### config.mk
export PLATFORM = sky130hd
export DESIGN_NAME = vec_lane_mover
export DESIGN_NICKNAME = d
export VERILOG_FILES = /design/src/rtl/vec_lane_mover.sv
export SDC_FILE = /design/constraint.sdc
export NUM_CORES = 1
export LEC_CHECK = 0
export BUFFER_PORTS_ARGS = -buffer_cell sky130_fd_sc_hd__buf_2
export CAP_MARGIN = 10
export CORE_UTILIZATION = 35
export CTS_BUF_LIST = sky130_fd_sc_hd__clkbuf_8
export DETAILED_ROUTE_END_ITERATION = 10
export MAX_ROUTING_LAYER = met4
export PLACE_DENSITY = 0.56
export SLEW_MARGIN = 25
export SYNTH_ARGS = -nofsm -noshare
export SYNTH_HDL_FRONTEND = slang
export SYNTH_SLANG_ARGS = --single-unit
### constraint.sdc
create_clock -name clk -period 4.9 [get_ports clk]
set_input_delay 0.98 -clock clk [delete_from_list [all_inputs] [get_ports clk]]
set_output_delay 0.98 -clock clk [all_outputs]
set_load 0.02 [all_outputs]
### src/rtl/vec_lane_mover.sv
module vec_lane_mover #(
  parameter int ADDR_W = 32,
  parameter int NBYTES = 16
) (
  input  logic                  clk,
  input  logic                  rst_n,
  input  logic                  start,
  input  logic                  is_store,
  input  logic [1:0]            mem_sz,
  input  logic [1:0]            elem_sz,
  input  logic                  sign_ext,
  input  logic [ADDR_W-1:0]     base_addr,
  input  logic [NBYTES-1:0]     lane_mask,
  input  logic [NBYTES*8-1:0]   vreg_in,
  output logic                  busy,
  output logic                  done,
  output logic [NBYTES*8-1:0]   vreg_out,
  output logic                  mem_req,
  output logic                  mem_we,
  output logic [ADDR_W-1:0]     mem_addr,
  output logic [1:0]            mem_size,
  output logic [31:0]           mem_wdata,
  input  logic [31:0]           mem_rdata,
  input  logic                  mem_ready
);

  localparam int VW = NBYTES * 8;
  localparam int IW = $clog2(NBYTES) + 1;
  localparam int BW = $clog2(NBYTES);

  logic              busy_q, done_q, st_q, sgn_q;
  logic [1:0]        msz_q, esz_q;
  logic [ADDR_W-1:0] addr_q;
  logic [NBYTES-1:0] mask_q;
  logic [VW-1:0]     vreg_q, vreg_nxt;
  logic [IW-1:0]     e_q;

  wire bad_op = (mem_sz == 2'd3) || (elem_sz == 2'd3) || (mem_sz > elem_sz);

  wire [IW-1:0] b_pos  = e_q << esz_q;
  wire [IW-1:0] nxt_b  = (e_q + IW'(1)) << esz_q;
  wire          last   = nxt_b >= IW'(NBYTES);
  wire          act    = mask_q[b_pos[BW-1:0]];
  wire          step   = busy_q && (!act || mem_ready);
  wire          ld_take = busy_q && act && mem_ready && !st_q;

  wire [ADDR_W-1:0] mbytes = ADDR_W'(1) << msz_q;

  wire [VW+31:0] padded = {32'b0, vreg_q} >> {b_pos, 3'b000};
  wire [31:0]    elem   = padded[31:0];

  logic [31:0] wdata, ld_val;

  always_comb begin
    case (msz_q)
      2'd0:    wdata = {24'b0, elem[7:0]};
      2'd1:    wdata = {16'b0, elem[15:0]};
      default: wdata = elem;
    endcase
  end

  always_comb begin
    case (msz_q)
      2'd0:    ld_val = {{24{sgn_q & mem_rdata[7]}}, mem_rdata[7:0]};
      2'd1:    ld_val = {{16{sgn_q & mem_rdata[15]}}, mem_rdata[15:0]};
      default: ld_val = mem_rdata;
    endcase
  end

  wire [1:0] lane_msk = (esz_q == 2'd0) ? 2'b00 : (esz_q == 2'd1) ? 2'b01 : 2'b11;

  always_comb begin
    vreg_nxt = vreg_q;
    for (int j = 0; j < NBYTES; j++) begin
      if (ld_take && ((IW'(j) >> esz_q) == e_q))
        vreg_nxt[j*8 +: 8] = ld_val[{(2'(j) & lane_msk), 3'b000} +: 8];
    end
  end

  always_ff @(posedge clk or negedge rst_n) begin
    if (!rst_n) begin
      busy_q <= 1'b0;
      done_q <= 1'b0;
      st_q   <= 1'b0;
      sgn_q  <= 1'b0;
      msz_q  <= 2'd0;
      esz_q  <= 2'd0;
      addr_q <= '0;
      mask_q <= '0;
      vreg_q <= '0;
      e_q    <= '0;
    end else begin
      done_q <= 1'b0;
      if (!busy_q) begin
        if (start) begin
          vreg_q <= vreg_in;
          st_q   <= is_store;
          sgn_q  <= sign_ext;
          msz_q  <= mem_sz;
          esz_q  <= elem_sz;
          addr_q <= base_addr;
          mask_q <= lane_mask;
          e_q    <= '0;
          if (bad_op) done_q <= 1'b1;
          else        busy_q <= 1'b1;
        end
      end else begin
        vreg_q <= vreg_nxt;
        if (step) begin
          addr_q <= addr_q + mbytes;
          e_q    <= e_q + IW'(1);
          if (last) begin
            busy_q <= 1'b0;
            done_q <= 1'b1;
          end
        end
      end
    end
  end

  assign busy      = busy_q;
  assign done      = done_q;
  assign vreg_out  = vreg_q;
  assign mem_req   = busy_q && act;
  assign mem_we    = st_q;
  assign mem_addr  = addr_q;
  assign mem_size  = msz_q;
  assign mem_wdata = wdata;

  a_r1_idle_quiet: assert property (@(posedge clk) disable iff (!rst_n)
    !busy |-> !mem_req);

  a_r7_req_hold: assert property (@(posedge clk) disable iff (!rst_n)
    (mem_req && !mem_ready) |=> (mem_req && $stable(mem_addr) && $stable(mem_we) && $stable(mem_wdata)));

  a_r8_done_pulse: assert property (@(posedge clk) disable iff (!rst_n)
    done |=> !done);

  a_r8_idle_after_done: assert property (@(posedge clk) disable iff (!rst_n)
    done |-> !busy);

  a_r3_addr_step: assert property (@(posedge clk) disable iff (!rst_n)
    (busy && (!mem_req || mem_ready) && !last) |=>
      (mem_addr == $past(mem_addr) + (ADDR_W'(1) << mem_size)));

  a_r9_bad_op: assert property (@(posedge clk) disable iff (!rst_n)
    (start && !busy && bad_op) |=> (done && !busy && !mem_req));

  a_r10_no_restart: assert property (@(posedge clk) disable iff (!rst_n)
    (busy && !(step && last)) |=> $stable(mem_size) && $stable(mem_we));

endmodule

==> results.cfg, run 1 <==
[outcome]
outcome = finished clean

[cells_and_area]
syn_to_final_growth_pct = 22.2
nets = 2303
drive_gt1_share_pct = 30.1
final_cells = 2612

[setup_path]
timing.rr.end = vreg_out[95]
crit_path_end_kind = output port
critPathKind = register to output port
rr_startpoint = esz_q[0]
worstSetupStartpointType = register
rr_worst_depth = 8
rrSetupSlack_ns = 0.90
cp.required_ns = 3.92
cp_data_arrival_time_ns = 3.64
cp_max_fo = 35

[timing]
drv_slew = 0
rsz0062_at_grt = no
worst_pin_slew_ns = 1.01
final.setup_skew_ns = 0.0292
hold_viol_final = 0
fin_crit_ns = 4.62
setup_violations = 0
relSlewSlack_pct = 32.9
setup_tns_ns = 0
finalCritPeriodShare_pct = 94.3
timing.fmax_ghz = 0.216

[worst_hold_path]
hold_class = primary input to async pin

[floorplanning]
std_cell_rows = 73
ios = 416
start_util_pct = 35.6
core_area_um2 = 39800
die_area_um2 = 41300
die_x_um = 203
die_h_um = 203

[global_route]
antenna_found_initial = 1
grt_pass1_vias = 14855
grt_overflow_total = 0
grt_usage_pct = 35.0
grt_max_degree = 99
grt_first_pass_wirelength_um = 102000

[yosys]
avgSynthCellArea_um2 = 8.22
synth.distinct_cells = 79
synth-edff-count = 0
seq_area_frac_synth_pct = 33.4
synth_ff_type = dfrtp_1
yosysWarnings = 0
yosys.area.top_type = dfrtp_1
synth_common_cells = 308 x nand2_1, 189 x dfrtp_1, 125 x nor2_1
yosys-top-cells-area = dfrtp_1 33%, nand2_1 8.2%, mux2i_1 6.1%
ys_ff_latch = 189
synth_most_common_cell = nand2_1
syn-num-nets = 1956
syn_inst = 1725
synthArstFlopShare_pct = 100
syn_area_um2 = 14200
yosys.area.top_type_share_pct = 33.4

[pwr]
ir_worst_vdd_uv = 365
power_density_nw_per_um2 = 935
p_leak_nw = 7.91

[route]
drc_errors = 0
dr.pass1.iters = 6
vias = 15795
wl_per_cell_um = 27.1
first_iter_violations = 1667
ant_nets = 0
vias_per_cell = 6.05
wl_um = 70700

[clock_tree]
cts_hold_repair.buffers = 0
post_cts_buffers = 0
cts-resized-gates = 0
htree_levels = 4
cts_buffer_depth = 2
cts_tree = done
clock-sinks = 189
clock_latency_ns = 0.54
cts-root-buf = clkbuf_8
cts_made_buffers = 17
clkTransAtPathRegs_ns = 0.11

[placement]
hpwlAfterDp_um = 54600
place_inst = 2578
gp_congestion = 0.998
numPortBuffers = 415

[run]
drv_cap = 0
## cell usage in the layout, fill, tap and decap left out, types with 6 or more instances in the layout
cell type,synthesis,routed
or3_1,15,15
o221a_2,12,12
buf_2,26,414
nor3_1,60,60
a311oi_1,43,43
a221oi_1,34,34
mux4_2,20,20
a22oi_1,6,6
o21ai_0,66,65
nand4_1,6,6
buf_4,5,50
a211oi_1,67,67
a21o_1,9,9
mux2_2,46,46
buf_12,0,6
and3_1,32,32
nand3_1,62,62
a21oi_1,87,86
o22ai_1,10,10
and2_1,9,9
xnor2_1,7,7
nor2_1,125,123
a21boi_0,8,8
xor2_1,17,17
ha_1,13,12
inv_1,74,74
nand2_1,308,306
o211ai_1,17,17
mux2i_1,86,85
clkbuf_8,0,20
dfrtp_1,189,188
or2_2,9,9
nor2b_1,13,12
a31oi_1,33,33
## report_power, final
part	switching (mW)	internal, mW
clock network	0.695	0.503
logic	7.10	3.95
registers	1.62	2.33
## how the worst max path moves through the flow
stage / start / endpoint / slack [ns] / cells after the start
finish: esz_q[0] / mem_wdata[3] / 0.28 / 10
global route: esz_q[0] / mem_wdata[0] / 0.09 / 11
CTS: esz_q[0] / mem_wdata[2] / 0.18 / 11
detailed placement: esz_q[0] / mem_wdata[2] / 0.76 / 11
global placement: esz_q[0] / mem_wdata[3] / 0.81 / 10
floorplan: esz_q[0] / mem_wdata[29] / 0.77 / 12
## metal layers
metal	GRT usage [%]	part of all wire, %	routed length [µm]	up-vias
met5	-	0	0	-
met4	14.5	4.0	2860	0
met3	7.19	8.7	6140	126
met2	52.2	45	32000	833
met1	46.0	42	29700	7837
li1	-	-	-	6999
## cell type report
| class | instances | area (µm²) |
|---|---|---|
| Inverter | 77 | 289 |
| Fill cell | 4155 | 22500 |
| Sequential cell | 189 | 4730 |
| Timing Repair Buffer | 472 | 2590 |
| Antenna cell | 2 | 5.00 |
| Clock buffer | 19 | 262 |
| Multi-Input combinational cell | 1315 | 8610 |
| Tap cell | 525 | 657 |
| Clock inverter | 13 | 171 |
## worst max-delay path, cell delays in order (launching register included)
cell	delay, ns
dfrtp_1	0.55
inv_1	0.26
ha_2	0.36
nor2b_4	0.35
buf_12	0.26
buf_4	0.20
mux2i_1	0.23
mux2i_1	0.10
mux4_2	0.47
nor2b_1	0.15
buf_2	0.16
## flip-flops by register name (all words and copies together), names as in the netlist
name and flops:
sgn_q 1, done 1, busy 1, esz_q 2, mem_addr 32, mem_we 1
mem_size 2, vreg_out 128, mask_q 16, e_q 5
## kinds of logic after synthesis
family	synth area share, %
adders and majority gates	1.22
DFF	33.4
xor gates and xnor gates	1.48
muxes	13.4
AOI/OAI and AO/OA	22.6
buffers and inverters	6.37
and+or+nand+nor	21.5
## metrics by stage
stage          util, %  worst slack (ns)  hold slack [ns]  power (mW)  instance area, µm²
2_1_floorplan        -             0.768            0.438        10.5               14200
4_1_cts           43.5             0.179            0.510        16.0               17300
3_3_place_gp      42.4             0.811            0.475        14.7               16900
5_1_grt           43.5            0.0881            0.519        17.1               17300
3_5_place_dp      42.4             0.760            0.477        14.8               16900
6_report          43.5             0.280            0.462        16.2               17300
(Power assumes the default switching activity.)
==> run 2, diff against run 1 <==
Settings changed: PLACE_DENSITY 0.56 to 0.58.
==> results.cfg, run 2 (synthesis results as in run 1) <==
[route]
wl_um = 69100
dr.pass1.iters = 6
drc_errors = 0
vias_per_cell = 6.07
first_iter_violations = 1651
vias = 15802
ant_nets = 0
wl_per_cell_um = 26.6

[clock_tree]
clock_latency_ns = 0.52
htree_levels = 4
clock-sinks = 189
post_cts_buffers = 0
cts_buffer_depth = 2
clkTransAtPathRegs_ns = 0.12
cts-root-buf = clkbuf_8
cts_made_buffers = 17
cts_tree = done

[pwr]
p_clk_share_pct = 7.3
p_total_mw = 16.1
p_seq_share_pct = 24.1
p_leak_nw = 7.85
netSwitchingFraction_pct = 58.4
ir_worst_vdd_uv = 437
power_frac_comb_pct = 68.5
power_density_nw_per_um2 = 932
internal_power_mw = 6.69
power.switching_mw = 9.38

[setup_path]
cp.required_ns = 3.92
worstSetupStartpointType = register
rrSetupSlack_ns = 0.85
crit_path_end_kind = output port
critPathKind = register to output port
cp_data_arrival_time_ns = 3.71
cp_max_fo = 83

[worst_hold_path]
hold_class = primary input to async pin

[placement]
post-place-ws_ns = 0.636
numPortBuffers = 415
gp_congestion = 0.993
place_inst = 2571
hpwlAfterDp_um = 53900

[timing]
setup_tns_ns = 0
final.setup_skew_ns = 0.0262
timing.fmax_ghz = 0.213
finalCritPeriodShare_pct = 95.7
worst_pin_slew_ns = 1.07
drv_slew = 0
postLayoutSetupSlackWorst_ns = 0.209
relSlewSlack_pct = 28.7
hold_viol_final = 0
setup_violations = 0
rsz0062_at_grt = no
fin_crit_ns = 4.69

[cells_and_area]
diodes = 0
multi_input_area_um2 = 8620
largest_register_ff_count = 128
utilization_pct = 43.3
drive_gt1_share_pct = 30.0
most-common-layout-cells = 414 x buf_2, 306 x nand2_1, 188 x dfrtp_1
num-fill-cells = 4159
final_cells = 2603
nets = 2296
layout.cells.most_common = buf_2
seqCellArea_um2 = 4730
syn_to_final_growth_pct = 21.6

[global_route]
grt_max_degree = 84
grt_overflow_total = 0
antenna_found_initial = 1
grt_first_pass_wirelength_um = 99700
grt_usage_pct = 34.0
grt_pass1_vias = 14807

[floorplanning]
die_x_um = 203
die_area_um2 = 41300
start_util_pct = 35.6
std_cell_rows = 73
ios = 416
core_area_um2 = 39800
die_h_um = 203

[run]
drv_cap = 0

[outcome]
outcome = finished clean
[run 2: path summary, 6_finish.rpt]
kind / startpoint / to / cells past startpoint
min: rst_n / vreg_out[90] / 1
min in group clk: mask_q[14] / mask_q[14] / 2
max reg2reg: esz_q[0] / vreg_out[21] / 10
max in group asynchronous: rst_n / mem_addr[2] / 2
min reg2reg: mask_q[14] / mask_q[14] / 2
max: e_q[1] / mem_wdata[20] / 6
[run 2: metal layers]
metal  global-route usage, %  part of all wire, %  up-vias
li1                        -                    -     6981
met1                    45.3                   43     7806
met3                    5.85                  8.3      125
met5                       -                    0        -
met4                    14.3                  4.2        0
met2                    50.6                   45      890
[run 2: cell type report]
class	instances	area share [%]
clock buffers	18	1.44
clock inverters	14	1.02
inverters	77	1.68
multi-input cells	1315	50.0
flip-flops and latches	189	27.5
well taps	525	3.81
repair buffers	465	14.6
[run 2: per-stage QoR]
step	hold slack (ns)	cell area, µm²
CTS	0.469	17200
finish	0.406	17200
floorplan	0.438	14200
global route	0.484	17200
detailed placement	0.472	16800
global placement	0.471	16800
[run 2: critical path: stages, from the launching register on]
cell and delay, ns:
dfrtp_1 0.77, mux2i_1 0.35, nor2_4 0.23, buf_12 0.39, mux4_2 0.57, a211oi_1 0.57
buf_2 0.28
[run 2: timing repair]
action | in CTS | in global routing
setup endpoints to repair | 0 | 20
hold buffers | 0 | 0
resized for setup | 0 | 2
[run 2: power by group through the flow]
| stage | clock network [mW] | registers (mW) | logic (mW) |
|---|---|---|---|
| floorplan | 0 | 3.85 | 6.62 |
| global placement | 0 | 3.83 | 10.8 |
| detailed placement | 0 | 3.84 | 10.8 |
| CTS | 1.20 | 3.80 | 10.8 |
| global route | 1.25 | 3.91 | 11.8 |
| finish | 1.18 | 3.87 | 11.0 |
==> run 3, diff against run 2 <==
Settings changed: ABC_AREA from default to 1, PLACE_DENSITY 0.58 to 0.57.
==> results.cfg, run 3 <==
[pwr]
p_leak_nw = 10.0
internal_power_mw = 5.91
netSwitchingFraction_pct = 62.7
ir_worst_vdd_uv = 460
power.switching_mw = 9.92
power_frac_comb_pct = 69.5
p_seq_share_pct = 23.4
power_density_nw_per_um2 = 873
p_clk_share_pct = 7.1

[global_route]
grt_first_pass_wirelength_um = 114000
grt_usage_pct = 36.0
grt_pass1_vias = 17258
grt_overflow_total = 0
antenna_found_initial = 2
grt_max_degree = 126

[setup_path]
rrSetupSlack_ns = 1.18
crit_chain = ha_2 -> inv_2 -> nor2_4 -> buf_12 -> buf_4 -> o21ai_0 -> o21ai_0 -> a21oi_1 -> o21a_1 -> nor3_1 -> buf_2
worst-path-buf-inv = 4
cp_slowest_cell = dfrtp_1
crit_family = buffers and inverters
cp.required_ns = 3.92
rr_worst_depth = 11
crit_path_max_incr_delay_ns = 0.67
cp_data_arrival_time_ns = 3.62
cp_common_cell = o21ai_0
cp_max_fo = 57
critPathKind = register to output port
crit_cells = 11
crit_path_end_kind = output port
worstSetupStartpointType = register

[yosys]
yosys.area.top_type_share_pct = 31.0
synth_ff_type = dfrtp_1
yosysWarnings = 0
synth-edff-count = 0
syn_area_um2 = 15200
synthArstFlopShare_pct = 100
synth_most_common_cell = nand2_1
synth.distinct_cells = 48
avgSynthCellArea_um2 = 6.19
yosys-top-cells-area = dfrtp_1 31%, nand2_1 27%, nand3_1 7.7%
synth_common_cells = 1,090 x nand2_1, 236 x nand3_1, 200 x o21ai_0
seq_area_frac_synth_pct = 31.0
yosys.area.top_type = dfrtp_1
syn-num-nets = 2692
ys_ff_latch = 189
syn_inst = 2461

[floorplanning]
ios = 416
die_x_um = 211
core_area_um2 = 43000
std_cell_rows = 76
die_h_um = 211
start_util_pct = 35.5
die_area_um2 = 44400

[cells_and_area]
syn_to_final_growth_pct = 19.1
utilization_pct = 42.2
largest_register_ff_count = 128
drive_gt1_share_pct = 20.4
final_cells = 3377
layout.cells.most_common = nand2_1
nets = 3009
most-common-layout-cells = 1,088 x nand2_1, 414 x buf_2, 236 x nand3_1

[clock_tree]
post_cts_buffers = 0
cts_tree = done
cts_buffer_depth = 2
cts_made_buffers = 17
clkTransAtPathRegs_ns = 0.12
clock_latency_ns = 0.54
htree_levels = 4
cts_hold_repair.buffers = 0
cts-root-buf = clkbuf_8
cts-resized-gates = 0
clock-sinks = 189

[timing]
fin_crit_ns = 4.60
drv_slew = 0
finalCritPeriodShare_pct = 93.9
hold_viol_final = 0
relSlewSlack_pct = 30.3
postLayoutSetupSlackWorst_ns = 0.299
timing.fmax_ghz = 0.217
setup_violations = 0
setup_tns_ns = 0
worst_pin_slew_ns = 1.05
whs_ns = 0.522
final.setup_skew_ns = 0.0202
rsz0062_at_grt = no

[route]
met1Wirelength_um = 33400
ant_nets = 0
met2_length_um = 34900
dr.pass1.iters = 6
vias = 18432
first_iter_violations = 1922
drc_errors = 0
wl_per_cell_um = 23.2
routed.top_layer = met4
wl_met3_um = 6580
vias_per_cell = 5.46
wl_um = 78400

[placement]
numPortBuffers = 415
hpwlAfterDp_um = 60900
place_inst = 3344
post-place-ws_ns = 0.833
gp_congestion = 1.04

[run]
drv_cap = 0

[outcome]
outcome = finished clean

[worst_hold_path]
hold_class = primary input to async pin
==> run 3: cell types whose count changed in the layout (fill, tap and decap cells not counted), sizes merged, moves of 20 or more <==
| cell | before | now |
|---|---|---|
| nand2 | 308 | 1115 |
| a311oi | 43 | 0 |
| o21ai | 73 | 202 |
| nand4 | 6 | 29 |
| inv | 81 | 132 |
| mux2 | 52 | 7 |
| mux2i | 86 | 4 |
| nand3 | 62 | 242 |
| a211oi | 67 | 9 |
| a31oi | 33 | 2 |
| a221oi | 34 | 0 |
| mux4 | 20 | 0 |
| and3 | 32 | 2 |
==> run 3: path summary, 6_finish.rpt <==
kind                            start       endpoint
min in group clk           mask_q[10]     mask_q[10]
hold reg to reg            mask_q[10]     mask_q[10]
hold / removal                  rst_n  vreg_out[115]
setup / recovery               e_q[0]  mem_wdata[19]
setup reg to reg             esz_q[1]         e_q[4]
max in group asynchronous       rst_n   vreg_out[37]
==> run 3: kinds of logic after synthesis <==
family / synth area share (%)
fa+ha+maj: 1.07
xor+xnor: 1.32
simple gates: 45.5
compound gates: 12.7
mux: 0.780
flops: 31.0
buf+inv: 7.54
==> run 3: area by class of cell <==
class	instances	area [µm²]
flip-flops and latches	189	4730
fillers	4834	24800
diodes	1	2.50
inverters	125	475
repair buffers	447	2390
well taps	585	732
multi-input cells	1998	9400
clock buffers	18	248
clock inverters	14	164
==> run 3: power groups by stage <==
stage,sequential [mW],clock (mW),combinational [mW]
after floorplan,3.67,0,6.71
after global placement,3.67,0,10.8
after global routing,3.73,1.20,12.0
after detailed placement,3.67,0,10.9
final,3.70,1.13,11.0
after CTS,3.63,1.15,10.9
==> run 3: worst register-to-register path: stages (launching register included) <==
cell and delay, ns:
dfrtp_1 0.64, inv_4 0.32, nand3_4 0.54, nand2_1 0.29, nand2_1 0.09, nand2_1 0.11, nand3_4 0.11, nand2_8 0.24
nand2_2 0.12, nand2_4 0.39, nand2_4 0.43, o21ai_0 0.34
==> run 3: layer usage <==
metal | GRT usage (%) | vias to the layer above
met3 | 6.11 | 135
li1 | - | 8624
met2 | 54.4 | 967
met1 | 47.4 | 8706
met5 | - | -
met4 | 15.7 | 0
==> run 3: metrics by stage <==
step	cell area, µm²	total power [mW]
finish	18100	15.8
global route	18100	16.9
CTS	18100	15.7
detailed placement	17700	14.5
global placement	17700	14.5
floorplan	15200	10.4
